[src/rtl/pgw_pkg.sv]
package pgw_pkg;
    localparam int AW = 32;
    localparam int DW = 32;

    localparam int ROOT_IDX_LSB = 25;
    localparam int PTR_IDX_LSB  = 18;
    localparam int PG_IDX_MSB   = 17;
    localparam int PG4_IDX_LSB  = 12;
    localparam int PG8_IDX_LSB  = 13;
    localparam int TBL_ALIGN    = 9;
    localparam int PG4_ALIGN    = PG_IDX_MSB - PG4_IDX_LSB + 3;
    localparam int PG8_ALIGN    = PG_IDX_MSB - PG8_IDX_LSB + 3;

    localparam int D_RES  = 0;
    localparam int D_VLD  = 1;
    localparam int D_WP   = 2;
    localparam int D_USED = 3;
    localparam int D_MOD  = 4;
    localparam logic [1:0] TYPE_INDIR = 2'b10;

    typedef logic [AW-1:0] addr_t;
    typedef logic [DW-1:0] desc_t;

    typedef enum logic [2:0] {
        ST_IDLE, ST_ROOT, ST_PTR, ST_PAGE, ST_INDIR, ST_WB, ST_DONE
    } walk_st_e;

    typedef struct packed {
        desc_t desc;
        logic  resident;
        logic  wb;
    } pg_upd_t;

    function automatic addr_t clr_low(addr_t a, int n);
        return a & ~((addr_t'(1) << n) - addr_t'(1));
    endfunction

    function automatic addr_t root_addr(addr_t rp, addr_t va);
        return clr_low(rp, TBL_ALIGN) | addr_t'({va[AW-1:ROOT_IDX_LSB], 2'b00});
    endfunction

    function automatic addr_t ptr_addr(desc_t d, addr_t va);
        return clr_low(addr_t'(d), TBL_ALIGN) | addr_t'({va[ROOT_IDX_LSB-1:PTR_IDX_LSB], 2'b00});
    endfunction

    function automatic addr_t page_addr(desc_t d, addr_t va, logic big);
        if (big)
            return clr_low(addr_t'(d), PG8_ALIGN) | addr_t'({va[PG_IDX_MSB:PG8_IDX_LSB], 2'b00});
        return clr_low(addr_t'(d), PG4_ALIGN) | addr_t'({va[PG_IDX_MSB:PG4_IDX_LSB], 2'b00});
    endfunction
endpackage

[src/rtl/pgw_addr_gen.sv]
module pgw_addr_gen
    import pgw_pkg::*;
(
    input  addr_t va,
    input  addr_t root_ptr,
    input  desc_t rdata,
    input  logic  big_page,
    output addr_t root_a,
    output addr_t ptr_a,
    output addr_t page_a,
    output addr_t indir_a
);
    always_comb begin
        root_a  = root_addr(root_ptr, va);
        ptr_a   = ptr_addr(rdata, va);
        page_a  = page_addr(rdata, va, big_page);
        indir_a = clr_low(addr_t'(rdata), 2);
    end
endmodule

[src/rtl/pgw_page_upd.sv]
module pgw_page_upd
    import pgw_pkg::*;
(
    input  desc_t   raw,
    input  logic    wp_acc,
    input  logic    wr,
    output pg_upd_t upd
);
    desc_t merged;
    desc_t flagged;

    always_comb begin
        merged = raw;
        merged[D_WP] = raw[D_WP] | wp_acc;
        flagged = merged;
        flagged[D_USED] = 1'b1;
        if (wr && !merged[D_WP])
            flagged[D_MOD] = 1'b1;
        upd.resident = raw[D_RES];
        upd.desc     = raw[D_RES] ? flagged : raw;
        upd.wb       = raw[D_RES] &&
                       ({flagged[D_MOD], flagged[D_USED]} != {raw[D_MOD], raw[D_USED]});
    end
endmodule

[src/rtl/pt_walker.sv]
module pt_walker
    import pgw_pkg::*;
(
    input  logic        clk,
    input  logic        rst,
    input  logic        start,
    input  logic [31:0] logical_addr,
    input  logic        supervisor,
    input  logic        is_write,
    input  logic        page_8k,
    input  logic [31:0] super_root,
    input  logic [31:0] user_root,
    output logic        mem_rd,
    output logic        mem_wr,
    output logic [31:0] mem_addr,
    output logic [31:0] mem_wdata,
    input  logic        mem_ack,
    input  logic [31:0] mem_rdata,
    output logic        done,
    output logic [31:0] result
);
    walk_st_e st, ret_st;
    addr_t    va_q, req_addr, nxt_addr;
    desc_t    wdata_q, result_q;
    logic     wr_q, big_q, wp_q;

    addr_t    va_sel, root_a, ptr_a, page_a, indir_a;
    pg_upd_t  upd;
    logic     page_final;

    assign va_sel = (st == ST_IDLE) ? logical_addr : va_q;

    pgw_addr_gen u_addr (
        .va       (va_sel),
        .root_ptr (supervisor ? super_root : user_root),
        .rdata    (mem_rdata),
        .big_page (big_q),
        .root_a   (root_a),
        .ptr_a    (ptr_a),
        .page_a   (page_a),
        .indir_a  (indir_a)
    );

    pgw_page_upd u_upd (
        .raw    (mem_rdata),
        .wp_acc (wp_q),
        .wr     (wr_q),
        .upd    (upd)
    );

    assign page_final = (st == ST_INDIR) ||
                        (st == ST_PAGE && mem_rdata[1:0] != TYPE_INDIR);

    always_ff @(posedge clk) begin
        if (rst) begin
            st       <= ST_IDLE;
            ret_st   <= ST_IDLE;
            va_q     <= '0;
            req_addr <= '0;
            nxt_addr <= '0;
            wdata_q  <= '0;
            result_q <= '0;
            wr_q     <= 1'b0;
            big_q    <= 1'b0;
            wp_q     <= 1'b0;
        end else begin
            case (st)
                ST_IDLE: if (start) begin
                    va_q     <= logical_addr;
                    wr_q     <= is_write;
                    big_q    <= page_8k;
                    wp_q     <= 1'b0;
                    req_addr <= root_a;
                    st       <= ST_ROOT;
                end
                ST_ROOT, ST_PTR: if (mem_ack) begin
                    if (!mem_rdata[D_VLD]) begin
                        result_q <= '0;
                        st       <= ST_DONE;
                    end else begin
                        wp_q <= wp_q | mem_rdata[D_WP];
                        if (!mem_rdata[D_USED]) begin
                            wdata_q         <= mem_rdata;
                            wdata_q[D_USED] <= 1'b1;
                            nxt_addr        <= (st == ST_ROOT) ? ptr_a : page_a;
                            ret_st          <= (st == ST_ROOT) ? ST_PTR : ST_PAGE;
                            st              <= ST_WB;
                        end else begin
                            req_addr <= (st == ST_ROOT) ? ptr_a : page_a;
                            st       <= (st == ST_ROOT) ? ST_PTR : ST_PAGE;
                        end
                    end
                end
                ST_PAGE, ST_INDIR: if (mem_ack) begin
                    if (!page_final) begin
                        req_addr <= indir_a;
                        st       <= ST_INDIR;
                    end else begin
                        result_q <= upd.desc;
                        if (upd.wb) begin
                            wdata_q <= upd.desc;
                            ret_st  <= ST_DONE;
                            st      <= ST_WB;
                        end else begin
                            st <= ST_DONE;
                        end
                    end
                end
                ST_WB: if (mem_ack) begin
                    req_addr <= nxt_addr;
                    st       <= ret_st;
                end
                default: st <= ST_IDLE;
            endcase
        end
    end

    assign mem_rd    = (st == ST_ROOT) || (st == ST_PTR) || (st == ST_PAGE) || (st == ST_INDIR);
    assign mem_wr    = (st == ST_WB);
    assign mem_addr  = req_addr;
    assign mem_wdata = wdata_q;
    assign done      = (st == ST_DONE);
    assign result    = result_q;

    p_one_strobe_r11: assert property (@(posedge clk) disable iff (rst)
        !(mem_rd && mem_wr));
    p_req_hold_r11: assert property (@(posedge clk) disable iff (rst)
        (mem_rd || mem_wr) && !mem_ack |=> $stable(mem_addr) && $stable(mem_rd) && $stable(mem_wr));
    p_done_pulse_r11: assert property (@(posedge clk) disable iff (rst)
        done |=> !done);
    p_wb_used_r5: assert property (@(posedge clk) disable iff (rst)
        mem_wr |-> mem_wdata[D_USED]);
    p_invalid_zero_r4: assert property (@(posedge clk) disable iff (rst)
        (st == ST_ROOT || st == ST_PTR) && mem_ack && !mem_rdata[D_VLD] |=> done && result == '0);
    p_indir_once_r6: assert property (@(posedge clk) disable iff (rst)
        st == ST_INDIR && mem_ack |=> !mem_rd);
    p_nonres_r7: assert property (@(posedge clk) disable iff (rst)
        page_final && mem_ack && !mem_rdata[D_RES] |=> done && result == $past(mem_rdata));
endmodule

[config.mk]
export PLATFORM = sky130hd
export DESIGN_NAME = pt_walker
export DESIGN_NICKNAME = d
export VERILOG_FILES = /design/src/rtl/pgw_pkg.sv /design/src/rtl/pgw_addr_gen.sv /design/src/rtl/pgw_page_upd.sv /design/src/rtl/pt_walker.sv
export SDC_FILE = /design/constraint.sdc
export NUM_CORES = 1
export LEC_CHECK = 0
export CAP_MARGIN = 20
export CORE_MARGIN = 2
export CORE_UTILIZATION = 47
export CTS_CLUSTER_DIAMETER = 30
export DETAILED_ROUTE_END_ITERATION = 16
export PLACE_DENSITY = 0.81
export SYNTH_ARGS = -nofsm -noshare
export SYNTH_HDL_FRONTEND = slang
export SYNTH_SLANG_ARGS = --single-unit
[constraint.sdc]
create_clock -name clk -period 2.5 [get_ports clk]
set_input_delay 0.25 -clock clk [delete_from_list [all_inputs] [get_ports clk]]
set_output_delay 0.25 -clock clk [all_outputs]
set_load 0.005 [all_outputs]
== Word-level counts from Yosys, hierarchy flattened ==
Cells that the tools add are included.
Operators by class
  equal/unequal tests: 19
  multiplexer cells: 49
  bitwise gates (word level): 6
  reductions and logical operators: 21
Operator list (count)
  two-way mux 32 bit: 22
  case mux 32 bit (2 select lines): 2
  case mux 32 bit (4 select lines): 1
  OR 32 x 9 -> 32 bit: 2
  two-way mux 3 bit: 12
  OR 32 x 7 -> 32 bit: 1
  OR 32 x 8 -> 32 bit: 1
  != test 2 bit, second input constant: 10
  case mux 3 bit (4 select lines): 1
  AND reduction 4 bit: 3
  == test 3 bit, second input constant: 3
  AND reduction 8 bit: 1
  AND reduction 7 bit: 1
  == test 3 x 2 -> 1 bit, second input constant: 2
  two-way mux 1 bit: 6
  case mux 3 bit (2 select lines): 1
  two-way mux 5 bit: 1
  AND reduction 5 bit: 1
  logical OR 1 bit: 4
  two-way mux 2 bit: 2
  != test 2 x 1 -> 1 bit, second input constant: 2
  nonzero test 2 bit: 2
  nonzero test 4 bit: 1
  OR reduction 2 bit: 2
  9 further kinds: 11
Word-level totals
  register bits after elaboration: 169
  input bits: 135
  output and inout port bits: 99

== Depth between registers and ports, before layout ==
Gate-level depths: netlist of run 1.
  depth after elaboration: 10
  depth in mapped cells: 9

== Cells and area by module ==
Synthesis of run 1 repeated with hierarchy kept, for this count alone.
Unflattened totals
  cell total of the unflattened synthesis: 1380
  area, all modules: 11096.9 µm²
Modules (own cells, without submodules)
  pt_walker: instances 1, cells each 1214, area each 9803.2 µm², seq. area each 3383.2 µm²
  pgw_addr_gen: instances 1, cells each 130, area each 1021.0 µm², seq. area each 0.0 µm²
  pgw_page_upd: instances 1, cells each 36, area each 272.8 µm², seq. area each 0.0 µm²

== Worst setup path after synthesis of run 1 ==
Ideal clock, no wire load.
  path kind: flip-flop to flip-flop
  start: register st[1]
  end: register wdata_q[11], in the netlist mem_wdata[11]
  arrival: 1.878 ns
  data required time: 2.372 ns
  path slack: 0.494 ns
  cell stages (with the launch flop): 9
  cell sequence: dfxtp_1 -> buf_6 -> nor3b_1 -> o21ai_1 -> a2111oi_4 -> buf_6 -> buf_8 -> mux2i_1 -> nor2_1
On the way
  cells in the longest elaborated chain, start to end: 5
  elaborated cells between the ends (all ways): 17
  those cells by class: eq/ne: 10; mux: 1; reduce/logical: 6
RTL lines
  start: declaration: line pt_walker.sv:22  | walk_st_e st, ret_st;
  start signal: assignment: line pt_walker.sv:90  | st <= (st == ST_ROOT) ? ST_PTR : ST_PAGE;
  start signal: assignment: line pt_walker.sv:111  | st <= ret_st;
  == test 3 x 2 -> 1 bit: line pt_walker.sv:52, pt_walker.sv:67
  logical AND 1 bit: line pt_walker.sv:52  | (st == ST_PAGE && mem_rdata[1:0] != TYPE_INDIR);
  logical OR 1 bit: line pt_walker.sv:51  | assign page_final = (st == ST_INDIR) ||
  != test 2 bit (no line)
  AND reduction 7 bit (no line)
  end signal: assignment: line pt_walker.sv:83  | wdata_q <= mem_rdata;
  end signal: assignment: line pt_walker.sv:101  | wdata_q <= upd.desc;
  end: declaration: line pt_walker.sv:24  | desc_t wdata_q, result_q;
Several ways; a longest one is shown, not always the timed one.
A chain may end at the register's enable or synchronous reset.

== Worst setup path after layout of run 1 ==
  start: register st[2]
  end: output mem_wr
On the way
  cells in the longest elaborated chain, start to end: 1
RTL lines
  == test 3 bit: line pt_walker.sv:119  | assign mem_wr = (st == ST_WB);
  end: declaration: line pt_walker.sv:14  | output logic mem_wr,
No other way between the ends.

==> results of run 1 <==
placed cells by master (no fill, tap or decap), types with 3 or more instances in the layout:
| master | synthesis | final |
|---|---|---|
| clkdlybuf4s50_1 | 0 | 200 |
| dfxtp_1 | 153 | 151 |
| nand2_1 | 115 | 115 |
| nor2_1 | 95 | 95 |
| mux2i_1 | 83 | 83 |
| a21oi_1 | 78 | 78 |
| o221ai_1 | 40 | 40 |
| nand3_1 | 37 | 37 |
| buf_4 | 2 | 28 |
| inv_1 | 26 | 26 |
| nor3_1 | 24 | 23 |
| a221oi_1 | 19 | 19 |
| clkbuf_16 | 0 | 17 |
| o21ai_1 | 14 | 14 |
| o21ai_0 | 12 | 12 |
| o211ai_1 | 10 | 10 |
| a31oi_1 | 10 | 10 |
| buf_12 | 0 | 10 |
| o22ai_1 | 8 | 8 |
| or3_1 | 7 | 7 |
| o31ai_1 | 7 | 7 |
| nand3b_1 | 7 | 7 |
| a22oi_1 | 7 | 7 |
| bufinv_16 | 0 | 6 |
| nand2b_1 | 5 | 5 |
| nor2b_1 | 5 | 5 |
| o311a_1 | 5 | 5 |
| o41ai_1 | 5 | 5 |
| a211oi_1 | 4 | 4 |
| or2_1 | 3 | 3 |
| a311oi_1 | 3 | 3 |
critical path, delay by kind of cell (launching register included):
kind / cells / cell delay, ns
AND/OR/NAND/NOR: 2 / 0.49
buffers and inverters: 2 / 0.76
flip-flops: 1 / 0.47
routing by layer:
metal	up-vias	GRT usage, %	share of wire [%]
li1	3647	-	-
met1	3690	34.28	40
met2	361	47.92	47
met3	81	5.822	7.2
met4	0	16.90	5.6
met5	-	0	0
cell type report:
class	instances	area, um2	share of cell area, %
flip-flops and latches	153	3068	29.17
clock inverters	12	222.7	2.118
well taps	216	270.3	2.570
multi-input cells	645	3989	37.93
repair buffers	239	2424	23.04
clock buffers	18	439.2	4.176
inverters	28	105.1	0.9993
stage by stage:
stage               power, mW  utilization (%)  std cells  cell area [um2]
floorplan               6.546                -        918             7548
global placement        8.475            62.42       1281             9844
detailed placement      8.593            62.42       1281             9844
CTS                     11.52            66.65       1311            10510
global route            12.20            66.69       1311            10520
finish                  11.55            66.69       1311            10520
worst min path at each step:
stage | start | to | slack, ns | cells after the start
final | rst | nxt_addr[6] | 0.34 | 2
after global routing | rst | nxt_addr[6] | 0.35 | 2
after CTS | rst | mem_wdata[3] | 0.33 | 2
after detailed placement | result[3] | result[3] | 0.45 | 2
after global placement | result[12] | result[12] | 0.44 | 2
after floorplan | logical_addr[19] | va_q[19] | 0.39 | 2
power by group through the flow:
stage	logic, mW	clock network, mW	registers [mW]
after floorplan	3.42	0	3.12
after global placement	5.29	0	3.19
after detailed placement	5.39	0	3.20
after CTS	5.43	2.94	3.15
after global routing	5.95	3.04	3.21
final	5.48	2.91	3.16
logic make-up (layout without fill, tap and decap cells):
logic type | after synthesis | after routing | synth area share, %
muxes | 85 | 85 | 11.46
and+or+nand+nor | 315 | 315 | 18.61
buffers and inverters | 120 | 297 | 6.899
xor gates and xnor gates | 1 | 1 | 0.1161
AOI/OAI and AO/OA | 242 | 242 | 22.27
DFF | 153 | 153 | 40.60
other | 1 | 2 | 0.04970
state kept, by name, summed over array words and instances (netlist names):
name and flops:
mem_wdata 32, result 32, mem_addr 30, nxt_addr 30, va_q 20, ret_st 3
st 3, big_q 1, wp_q 1, wr_q 1
timing repair:
item	in CTS	in global routing
setup endpoints to repair	1	2
pin swaps	0	0
endpoints found under the hold margin	0	0
resized for setup	1	2
==> metrics.md, run 1 <==
| Metric | Value |
|---|---|
| Outcome | `complete, no violations` |
| Clock Tree Root | `clkbuf_16` |
| Fmax | `414.7 MHz` |
| H-tree depth | `4` |
| Worst-case reg-to-reg path depth | `7` |
| Clock-pin slew on the worst setup and hold paths | `0.06 ns` |
| Leakage Power | `3.765 nW` |
| Worst Hold Class | `in2reg` |
| Post-DP HPWL | `16,750 um` |
| GRT Total Usage | `28.69%` |
| Worst-Skew Late Latency | `0.42 ns` |
| Final min period | `2.411 ns` |
| Yosys top cell area share | `40.60%` |
| Hold buffers post-CTS | `0` |
| Pwr dens | `1098 mW/mm2` |
| Synthesis-stage register bit count | `153` |
| Area Overhead vs Synth | `39.40%` |
| Die area | `0.01708 mm2` |
| Reg2reg end | `mem_wdata[20]` |
| Final WS setup | `0.08878 ns` |
| Setup repair bufs after CTS | `0` |
| TritonCTS clock tree | `built` |
| Post-Syn Area | `0.007545 mm2` |
| Yosys warnings | `0` |
| Die Y | `130.7 um` |
| Synth cell types | `66` |
| Clock network fraction of total power | `25.2%` |
| Final worst path period share | `96.45%` |
| Top cells by count, synth | `153 x dfxtp_1, 115 x nand2_1, 95 x nor2_1` |
| Seq pwr share | `27.4%` |
| Main area contributors after synthesis | `dfxtp_1 41%, mux2i_1 11%, nand2_1 5.7%` |
| Int Power | `7.116 mW` |
| # IOs | `234` |
| Initial core utilization | `47.84%` |
| Peak VDD IR | `0.6960 mV` |
| CP max stage delay | `0.55 ns` |
| Share of post-route cells with drive strength above 1 | `7.580%` |
| Setup TNS | `0 ns` |
| First-pass GRT wire length | `37,870 um` |
| Unrepaired setup endpoints after global routing | `no` |
| Combinational Power Share | `47.4%` |
| Num CTS Buffers | `17` |
| Routed wire length per instance | `18.68 um` |
| Largest net degree at the start of global routing | `59` |
| Mapped Avg Cell Area | `8.228 um2` |
| Crit path cell chain | `buf_12 > nand2b_1 > nor2_1 > clkdlybuf4s50_1` |
| Seq/Total Area, Yosys | `40.60%` |
| Max Cap Viol | `0` |
| Slew margin rel. | `31.30%` |
| Kind of critical path | `reg2out` |
| Setup crit start | `st[2]` |
| Number of global-route vias before repair | `7,314` |
| DRT Wirelength | `24,490 um` |
| Reg-to-reg critical path startpoint | `st[1]` |
| Cell with the most instances after synthesis | `dfxtp_1` |
| CP startpoint kind | `flop` |
| Crit. End Element | `primary output` |
| Final hold vios | `0` |
| Slew Viols, Final | `0` |
| Post-synthesis cell count | `917` |
| Place WS | `0.02868 ns` |
| Number of synthesized flops with an enable pin | `0` |
| DRT iter0 DRCs | `703` |
| Clk buf depth | `2` |
| Core Footprint | `0.01577 mm2` |
| CP required | `2.25 ns` |
| Hold Worst Slack | `0.3394 ns` |
| Die X | `130.7 um` |
| Vias after detailed routing | `7,779` |
| Setup-failing EPs final | `0` |
| Total congestion overflow | `0` |
| Reg2reg setup slack | `0.28 ns` |
| Critical path fanouts, max | `25` |
| Clock sink count | `153` |
| DRT Pass-1 Iters | `8` |
| Critical path arrival | `2.16 ns` |
| Placer Congestion | `0.9497` |
| Routed Antenna Nets | `0` |
| Synth async-reset ratio | `0%` |
| Sw Pwr | `4.432 mW` |
| Most used DFF post-synth | `dfxtp_1` |
| Slowest cell on crit path | `clkdlybuf4s50_1` |
| DRC viols | `0` |
| Initial antenna violation count | `0` |
| Row count | `46` |
| FILL cells | `1,327` |
| Measured slew at the worst slew-check pin | `1.028 ns` |
| Yosys top cell by area | `dfxtp_1` |
| Number of nets in the layout | `1,219` |
| Max Clock Skew | `0.006030 ns` |
| CP Capture Point | `mem_wr` |
| Input/output buffers | `201` |
| N_diodes | `0` |
| Sw Ratio | `38.38%` |
| Via/cell ratio | `5.934` |
Power figures use the tool's default switching activity.
==> inputs of run 2 (changes only) <==
CORE_UTILIZATION = 49   (was 47)
CTS_BUF_LIST = sky130_fd_sc_hd__clkbuf_4   (was not set)
PLACE_DENSITY = not set   (was 0.81)
PLACE_DENSITY_LB_ADDON = 0.15   (was not set)
TNS_END_PERCENT = 100   (was not set)
==> metrics.md, run 2 (same netlist as run 1, synthesis figures left out) <==
| Metric | Value |
|---|---|
| Hold buffers post-CTS | `0 (unchanged)` |
| Measured slew at the worst slew-check pin | `0.5763 ns (-0.4520 ns)` |
| # IOs | `234 (unchanged)` |
| Crit-path leading delay family | `buffers and inverters` |
| Final min period | `2.426 ns (+0.01510 ns)` |
| Setup-failing EPs final | `0 (unchanged)` |
| Fmax | `412.1 MHz (-0.62%)` |
| Via/cell ratio | `5.953 (+0.32%)` |
| Met3 WL | `1382 um (-22%)` |
| Initial core utilization | `49.81% (+2.0 points)` |
| Total power | `10.21 mW (-12%)` |
| Final instance area | `0.01016 mm2 (-3.4%)` |
| Input/output buffers | `201 (unchanged)` |
| Reg2reg setup slack | `0.23 ns (-0.05 ns)` |
| Routed Antenna Nets | `0 (unchanged)` |
| Row count | `45 (-2.2%)` |
| Final hold vios | `0 (unchanged)` |
| Total congestion overflow | `0 (unchanged)` |
| Worst-case reg-to-reg path depth | `7 (unchanged)` |
| Outcome | `complete, no violations` |
| Crit path cell chain | `buf_8 > or3_4 > and2_1 > clkdlybuf4s50_1` |
| CP max stage delay | `0.45 ns (-0.10 ns)` |
| DRT iter0 DRCs | `670 (-4.7%)` |
| Final core utilization | `67.07% (+0.38 points)` |
| Post-DP HPWL | `16,750 um (about the same)` |
| Leakage Power | `3.623 nW (-3.8%)` |
| Hold path start | `rst` |
| Vias after detailed routing | `7,697 (-1.1%)` |
| GRT Total Usage | `28.57% (-0.12 points)` |
| Clock-pin slew on the worst setup and hold paths | `0.12 ns (+0.06 ns)` |
| Pwr dens | `1005 mW/mm2 (-8.5%)` |
| Die X | `128.1 um (-2.0%)` |
| Max Cap Viol | `0 (unchanged)` |
| Placed Area | `0.009842 mm2 (about the same)` |
| Final worst path period share | `97.05% (+0.60 points)` |
| Routed wire length per instance | `18.44 um (-1.3%)` |
| Reg-to-reg critical path startpoint | `st[0]` |
| Worst Hold Path EP | `nxt_addr[27]` |
| Reg2reg end | `mem_wdata[25]` |
| Critical path arrival | `2.18 ns (+0.02 ns)` |
| CP required | `2.25 ns (about the same)` |
| Critical path fanouts, max | `26 (+4.0%)` |
| Placer Congestion | `0.9016 (-5.1%)` |
| Commonest non-fill, non-tap cells in the layout | `200 x clkdlybuf4s50_1, 151 x dfxtp_1, 115 x nand2_1` |
| Clock sink count | `153 (unchanged)` |
| Die area | `0.01641 mm2 (-4.0%)` |
| Number of global-route vias before repair | `7,027 (-3.9%)` |
| Area Overhead vs Synth | `34.64%` |
| Largest net degree at the start of global routing | `69 (+17%)` |
| Kind of critical path | `reg2out` |
| Number of nets in the layout | `1,227 (+0.66%)` |
| WP buf/inv | `2 (unchanged)` |
| Crit. End Element | `primary output` |
| Most common cell after layout, fill and taps aside | `clkdlybuf4s50_1` |
| Top Layer Used | `met4` |
| Clk buf depth | `2 (unchanged)` |
| Slew margin rel. | `61.53% (+30 points)` |
| Place WS | `0.07187 ns (+0.04319 ns)` |
| Slew Viols, Final | `0 (unchanged)` |
| DRC viols | `0 (unchanged)` |
| Metal1 wirelength | `9872 um (+1.1%)` |
| DRT Pass-1 Iters | `7 (-1)` |
| Slowest cell on crit path | `clkdlybuf4s50_1` |
| Hold path cells | `2 (unchanged)` |
| DRT Wirelength | `23,840 um (-2.6%)` |
| Core Footprint | `0.01515 mm2 (-4.0%)` |
| Worst Hold Class | `in2reg` |
| Num CTS Buffers | `17 (unchanged)` |
| CP startpoint kind | `flop` |
| Max Clock Skew | `0.02344 ns (+0.01741 ns)` |
| Worst-Skew Late Latency | `0.58 ns (+0.16 ns)` |
| Clock Tree Root | `clkbuf_4` |
| First-pass GRT wire length | `36,920 um (-2.5%)` |
| Initial antenna violation count | `1 (+1)` |
| Die Y | `128.1 um (-2.0%)` |
| TritonCTS clock tree | `built` |
| Unrepaired setup endpoints after global routing | `no` |
| Met2 wire len | `11,670 um (+0.86%)` |
| Final WS setup | `0.07369 ns (-0.01510 ns)` |
| Share of post-route cells with drive strength above 1 | `8.696% (+1.1 points)` |
| Peak VDD IR | `0.8291 mV (+19%)` |
| H-tree depth | `4 (unchanged)` |
## run 2: cell types whose count changed in the layout (fill, tap and decap cells not counted), sizes merged
cell / before / now
clkinv: 5 / 7
diode: 0 / 1
bufinv: 6 / 1
clkinvlp: 2 / 3
buf: 39 / 47
inv: 27 / 31
clkbuf: 18 / 17
## run 2: worst reg2reg max path, cell delays in order, from the launching register on
cell and delay, ns:
dfxtp_4 0.39, buf_4 0.17, xnor2_1 0.20, or3_1 0.38
a2111oi_4 0.41, buf_12 0.28, mux2i_1 0.29, nor2_1 0.06
## run 2: metrics by stage
stage | setup TNS [ns] | cells | hold WS [ns]
2_1_floorplan | 0 | 918 | 0.3860
3_3_place_gp | 0 | 1259 | 0.4373
3_5_place_dp | 0 | 1259 | 0.4423
4_1_cts | -0.003941 | 1290 | 0.1043
5_1_grt | 0 | 1293 | 0.1357
6_report | 0 | 1293 | 0.1356
## run 2: cell type report
cell class	count	area, um2
Inverter	28	106.4
Antenna cell	1	2.502
Fill cell	1319	4987
Clock buffer	17	127.6
Clock inverter	14	140.1
Sequential cell	153	3070
Multi-Input combinational cell	645	3998
Timing Repair Buffer	247	2479
Tap cell	188	235.2
## run 2: metal layers
metal	GRT usage, %	vias up
li1	-	3656
met1	35.52	3704
met2	47.69	281
met3	5.634	56
met4	13.51	0
met5	0	-
## run 2: how the worst max path moves through the flow
stage / startpoint / endpoint / slack (ns) / cells past startpoint
6_report: st[0] / mem_rd / 0.07 / 4
5_1_grt: st[0] / mem_rd / 0.02 / 4
4_1_cts: st[1] / mem_rd / -0.004 / 4
3_5_place_dp: mem_rdata[4] / mem_wdata[25] / 0.07 / 7
3_3_place_gp: mem_rdata[4] / mem_wdata[24] / 0.14 / 7
2_1_floorplan: st[1] / mem_wdata[11] / 0.49 / 8
## run 2: power breakdown
part           internal (mW)  switching, mW  total, mW  leakage [nW]
Sequential              2.87          0.283       3.15          1.25
Combinational           2.42           3.15       5.58          2.24
Clock                  0.508          0.969       1.48         0.136
## run 2: what timing repair did
item	4_1_cts	5_1_grt
pin swaps	1	1
gates resized for setup	6	4
setup endpoints to repair	2	3
buffers inserted	0	2
==> inputs of run 3 (changes only) <==
CAP_MARGIN = not set   (was 20)
==> results of run 3 <==
The final DEF is identical to that of run 2; final timing and power are the same.
